==> src/rtl/clk_postdiv_gen.sv <==
module clk_postdiv_gen #(
  parameter int SEL_W  = 2,
  parameter int CORE_W = 4,
  parameter int MEM_W  = 3
) (
  input  logic             clk,
  input  logic             rst_n,
  input  logic             div_en,
  input  logic [SEL_W-1:0] core_sel,
  input  logic [SEL_W-1:0] mem_sel,
  output logic             core_tick,
  output logic             per_tick,
  output logic             mem_tick,
  output logic             ratio_settled
);

  localparam logic [SEL_W-1:0] CORE_RST = SEL_W'(1);
  localparam logic [MEM_W-1:0] MEM_RST  = MEM_W'(2);

  function automatic logic [MEM_W-1:0] mem_map(input logic [SEL_W-1:0] s);
    case (s)
      2'd0:    mem_map = MEM_W'(2);
      2'd1:    mem_map = MEM_W'(3);
      default: mem_map = MEM_W'(4);
    endcase
  endfunction

  logic [SEL_W-1:0]  cur_c, pend_c;
  logic [MEM_W-1:0]  cur_m, pend_m;
  logic [CORE_W-1:0] cc;
  logic [MEM_W-1:0]  mc;
  logic              pc, pend, armed, settled_q;

  wire [CORE_W-1:0] core_div = CORE_W'(1) << cur_c;
  wire              frame_end = per_tick & mem_tick;

  assign core_tick     = (cc == core_div - CORE_W'(1));
  assign per_tick      = core_tick & pc;
  assign mem_tick      = core_tick & (mc == cur_m - MEM_W'(1));
  assign ratio_settled = settled_q;

  always_ff @(posedge clk) begin
    if (!rst_n) begin
      cur_c     <= CORE_RST;
      cur_m     <= MEM_RST;
      pend_c    <= CORE_RST;
      pend_m    <= MEM_RST;
      cc        <= '0;
      mc        <= '0;
      pc        <= 1'b0;
      pend      <= 1'b0;
      armed     <= 1'b0;
      settled_q <= 1'b1;
    end else begin
      cc <= core_tick ? '0 : cc + CORE_W'(1);
      if (core_tick) begin
        pc <= ~pc;
        mc <= mem_tick ? '0 : mc + MEM_W'(1);
      end

      if (frame_end && pend) begin
        cur_c <= pend_c;
        cur_m <= pend_m;
        armed <= 1'b1;
      end else if (armed && core_tick && !pend) begin
        armed <= 1'b0;
      end

      if (div_en)
        settled_q <= 1'b0;
      else if (armed && core_tick && !pend)
        settled_q <= 1'b1;

      if (div_en) begin
        pend   <= 1'b1;
        pend_c <= core_sel;
        pend_m <= mem_map(mem_sel);
      end else if (frame_end) begin
        pend <= 1'b0;
      end
    end
  end

endmodule


==> config.mk <==
export PLATFORM = sky130hd
export DESIGN_NAME = clk_postdiv_gen
export DESIGN_NICKNAME = d
export VERILOG_FILES = /design/src/rtl/clk_postdiv_gen.sv
export SDC_FILE = /design/constraint.sdc
export NUM_CORES = 1
export LEC_CHECK = 0
export BUFFER_PORTS_ARGS = -buffer_cell sky130_fd_sc_hd__buf_2
export CORE_AREA = 2 2 63 65
export CTS_BUF_LIST = sky130_fd_sc_hd__clkbuf_8
export CTS_CLUSTER_SIZE = 10
export DETAILED_ROUTE_END_ITERATION = 7
export DIE_AREA = 0 0 65 67
export MAX_ROUTING_LAYER = met4
export PLACE_DENSITY = 0.47
export SKIP_CTS_REPAIR_TIMING = 1
export SYNTH_ARGS = -nofsm -noshare
export SYNTH_HDL_FRONTEND = slang
export SYNTH_SLANG_ARGS = --single-unit
==> constraint.sdc <==
create_clock -name clk -period 4.6 [get_ports clk]
set_clock_uncertainty 0.1 [all_clocks]
set_input_delay 0.92 -clock clk [delete_from_list [all_inputs] [get_ports clk]]
set_output_delay 0.92 -clock clk [all_outputs]
set_load 0.02 [all_outputs]
## After elaboration in Yosys (flattened, before gate mapping)

Cells that the tools add are included.

| word-level totals | value |
|---|---|
| memories kept | 0 |
| register bits after elaboration | 21 |
| RAM bits | 0 |
| bits in latches | 0 |
| output and inout port bits | 4 |
| bits of input ports | 7 |
| ROM bits | 0 |
| word-level logic and storage cells | 40 |

| cells by class | value |
|---|---|
| equal/unequal tests | 3 |
| magnitude comparators | 0 |
| reductions and logical operators | 9 |
| bitwise operators | 5 |
| shift operators | 1 |
| $add $sub $neg | 4 |
| muxes and demuxes | 8 |
| multipliers | 0 |
| divide/modulo/power cells | 0 |

Operator list:

| operator | number |
|---|---|
| $mux 1 | 6 |
| $pmux 3 s2 | 1 |
| $reduce_bool 2->1 | 3 |
| $add 4x1->4 const B | 1 |
| $eq 4x4->1 | 1 |
| $shl 1x2->4 const A | 1 |
| $sub 4x1->4 const B | 1 |
| $add 3x1->3 const B | 1 |
| $and 1x1->1 | 3 |
| $eq 3x3->1 | 1 |
| $logic_and 1x1->1 | 3 |
| $mux 3 | 1 |
| $sub 3x1->3 const B | 1 |
| $eq 2x1->1 const B | 1 |
| $logic_not 2->1 | 1 |
| $not 1->1 | 2 |
| $reduce_or 2->1 | 1 |
| $logic_not 1->1 | 1 |

## Depth between registers and ports, before layout

| logic depth | value |
|---|---|
| depth after elaboration | 7 |
| mapped depth | 6 |
| depth with buffers taken out | 6 |

## Worst setup path after synthesis

Ideal clock, no wire load.

| path | value |
|---|---|
| path kind | register -> output |
| start | register cur_m[0] |
| end | output mem_tick |
| path buffers | 0 |
| cell stages (with the launch flop) | 6 |
| arrival | 1.543 ns |
| slack | 2.037 ns |
| data required time | 3.580 ns |
| path through | dfxtp_1 inv_1 ha_1 xnor2_1 or3_4 nor2_1 |

| on the way | value |
|---|---|
| cells in the longest elaborated chain, start to end | 3 |

RTL lines:

| item | RTL line | source |
|---|---|---|
| from (decl) | 29 | `logic [MEM_W-1:0] cur_m, pend_m;` |
| from (signal assigned) | 63 | `cur_m <= pend_m;` |
| $sub 3x1->3 | 39 | `assign mem_tick = core_tick & (mc == cur_m - MEM_W'(1));` |
| $eq 3x3->1 | 39 |  |
| $and 1x1->1 | 39 |  |
| to (decl) | 13 | `output logic mem_tick,` |

No other way between the ends.

## Worst setup path in the final report

| path | value |
|---|---|
| start | register cur_c[1] |
| end | output core_tick |

| on the way | value |
|---|---|
| cells in the longest elaborated chain, start to end | 3 |

RTL lines:

| item | RTL line | source |
|---|---|---|
| from (decl) | 28 | `logic [SEL_W-1:0] cur_c, pend_c;` |
| from (signal assigned) | 62 | `cur_c <= pend_c;` |
| $shl 1x2->4 | 34 | `wire [CORE_W-1:0] core_div = CORE_W'(1) << cur_c;` |
| $sub 4x1->4 | 37 | `assign core_tick = (cc == core_div - CORE_W'(1));` |
| $eq 4x4->1 | 37 |  |
| to (decl) | 11 | `output logic core_tick,` |

No other way between the ends.

==> flow_summary.toml <==
[run_status]
outcome = "complete, no violations"

[timing]
slew_headroom_pct = 66.38
fmax_mhz = 337.3
post-route-min-period_ns = 2.965
finalSetupViolCount = 0
tns_ns = 0
finalHoldViolCount = 0
worstMarginPinSlew_ns = 0.5034
fin_worst_hold_slack_ns = 0.3658
rsz0062_at_grt = "false"
period_share_pct = 64.45
drv_slew = 0

[clock_network]
cts_made_buffers = 3
cts_tree = "yes"
clockBufferDepth = 2
cts.clk_slew.worst_paths_ns = 0.07
cts.sinks = 21
h-tree-depth = 1
clk_latency_ns = 0.26
cts-root-buf = "clkbuf_8"

[die]
rows = 22
core_mm2 = 0.003606
die_area_mm2 = 0.004355
die_h_um = 67
initial_utilization_pct = 29.35
die_x_um = 65
io_pins = 11

[detailed_routing]
first_pass_iters = 4
num_vias = 859
initialDrtViolationCount = 27
via_per_inst = 4.853
drc = 0
wl_per_cell_um = 12.35
routed_wl_um = 2186
antenna_left = 0

[power]
max-vdd-ir-drop_mv = 0.1334
p_switching_w = 0.0001193
seqPwrFrac_pct = 51.3
p_int_w = 0.0002845
pwr-share-clk_pct = 29.0
p_sw_share_pct = 29.55
p_per_area_mw_per_mm2 = 336.9
cellLeakagePower_nw = 0.4622
comb_power_share_pct = 19.7

[worst_hold_path]
min_path_type = "flip-flop to flip-flop"

[grt]
grt_pass1_vias = 797
grt_pass1_wl_um = 3760
gr-usage-all-layers_pct = 11.91
grt_overflow = 0
antenna_found_initial = 0
grt_max_degree = 21

[synthesis]
synth_cell_types = 40
synth_warnings = 0
syn_area_per_cell_um2 = 8.895
syn-num-nets = 129
async_flop_share_pct = 0
syn_inst = 119
seq_area_frac_synth_pct = 39.72
ys_ff_latch = 21
synth_flop_cell = "dfxtp_1"
synth-edff-count = 0
synth_area_mm2 = 0.001059

[run]
maxCapViolations = 0

[worst_setup_path]
crit_chain = "or3_1 > a211oi_2 > nor2_1 > inv_2 > buf_2"
slowest_stage = "a211oi_2"
critPathKind = "flip-flop to output pin"
path_max_fanout = 7
arrival_ns = 1.94
required_ns = 3.58
r2r_slack_ns = 2.51
slowest_delay_ns = 0.43
cp-start-kind = "flip-flop"
critical_path.endpoint_type = "output pin"

[place]
hpwlAfterDp_um = 1691
io_buffers = 10
gp_congestion = 0.7948

[finish]
drive_above_1_share_pct = 16.28
n_antenna_cell = 0
syn2layout_area_growth_pct = 13.24
nNetsFinal = 140
## cell type report
| class | instances | area, um2 |
|---|---|---|
| fillers | 390 | 2407 |
| inverters | 8 | 30.03 |
| clock inverters | 1 | 3.754 |
| repair buffers | 10 | 50.05 |
| well taps | 48 | 60.06 |
| flip-flops and latches | 21 | 420.4 |
| multi-input cells | 86 | 593.1 |
| clock buffers | 3 | 41.29 |
## final timing paths
| path | start | end | cells past startpoint |
|---|---|---|---|
| worst min register to register | pend_m[2] | pend_m[2] | 2 |
| worst min-delay path | pend_m[2] | pend_m[2] | 2 |
| worst max-delay path | cur_c[1] | core_tick | 5 |
| worst max register to register | cur_m[0] | cur_m[1] | 6 |
## metrics by stage
stage / std cells / setup slack, ns / total power (W) / util [%] / instance area (um2)
CTS: 177 / 1.629 / 0.0004105 / 33.24 / 1199
floorplan: 119 / 2.037 / 0.0002700 / - / 1059
finish: 177 / 1.635 / 0.0004038 / 33.24 / 1199
global route: 177 / 1.493 / 0.0004276 / 33.24 / 1199
global placement: 173 / 1.948 / 0.0002910 / 31.99 / 1154
detailed placement: 173 / 1.915 / 0.0002918 / 31.99 / 1154
## per-layer routing
metal / track usage (%) / up-vias / wire length [um]
met2: 17.53 / 11 / 953
met3: 2.534 / 5 / 64
met5: - / - / 0
met4: 5.585 / 0 / 40
li1: - / 446 / -
met1: 15.57 / 397 / 1128
## state kept, by name (all words and copies together), names as in the netlist, 2 cells and up
| signal | flops |
|---|---|
| cc | 4 |
| cur_c | 2 |
| cur_m | 3 |
| mc | 3 |
| pend_c | 2 |
| pend_m | 3 |
## synthesized netlist by cell type (3+ instances only)
cell type | count | area (um2)
dfxtp_1 | 21 | 420.4
nand2_1 | 19 | 71.32
inv_1 | 7 | 26.28
nor2_1 | 6 | 22.52
a21oi_1 | 5 | 25.02
mux2i_1 | 5 | 50.05
clkbuf_1 | 4 | 15.01
nor3_1 | 4 | 20.02
xnor2_1 | 4 | 35.03
ha_1 | 3 | 37.54
o211ai_1 | 3 | 22.52
o21ai_0 | 3 | 15.01
## power groups by stage
stage	combinational (W)	sequential [W]	clock, W
CTS	0.0000806	0.000207	0.000123
detailed placement	0.0000802	0.000212	0
global route	0.0000893	0.000210	0.000128
finish	0.0000795	0.000207	0.000117
floorplan	0.0000614	0.000209	0
global placement	0.0000795	0.000212	0
## cell families (layout without fill, tap and decap cells)
family / Yosys count / count (layout) / synth area share [%]
compound gates: 24 / 24 / 17.61
simple gates: 48 / 48 / 23.64
xor+xnor: 6 / 6 / 6.501
mux: 5 / 5 / 4.728
buf+inv: 12 / 22 / 4.255
fa+ha+maj: 3 / 3 / 3.546
flops: 21 / 21 / 39.72
## worst max-delay path: cells and delay by family (launching register included)
family                 cells  cell delay, ns
AOI/OAI and AO/OA          1            0.43
buffers and inverters      2            0.32
DFF                        1            0.33
and+or+nand+nor            2            0.60
## layout by cell type, fill, tap and decap left out, types with 2 or more instances in the layout
cell type  count
o22ai_1        2
xnor2_1        4
inv_1          8
o21ai_0        3
or2_2          2
nor3_1         4
o21ai_1        2
ha_1           3
o2111ai_1      2
nor2_1         6
buf_2         10
a21oi_1        5
o211ai_1       3
or4_1          2
nand2b_1       2
dfxtp_1       21
nand2_1       19
nand3_1        2
mux2i_1        5
clkbuf_8       3
No activity file was read; power rests on OpenSTA's default activity.
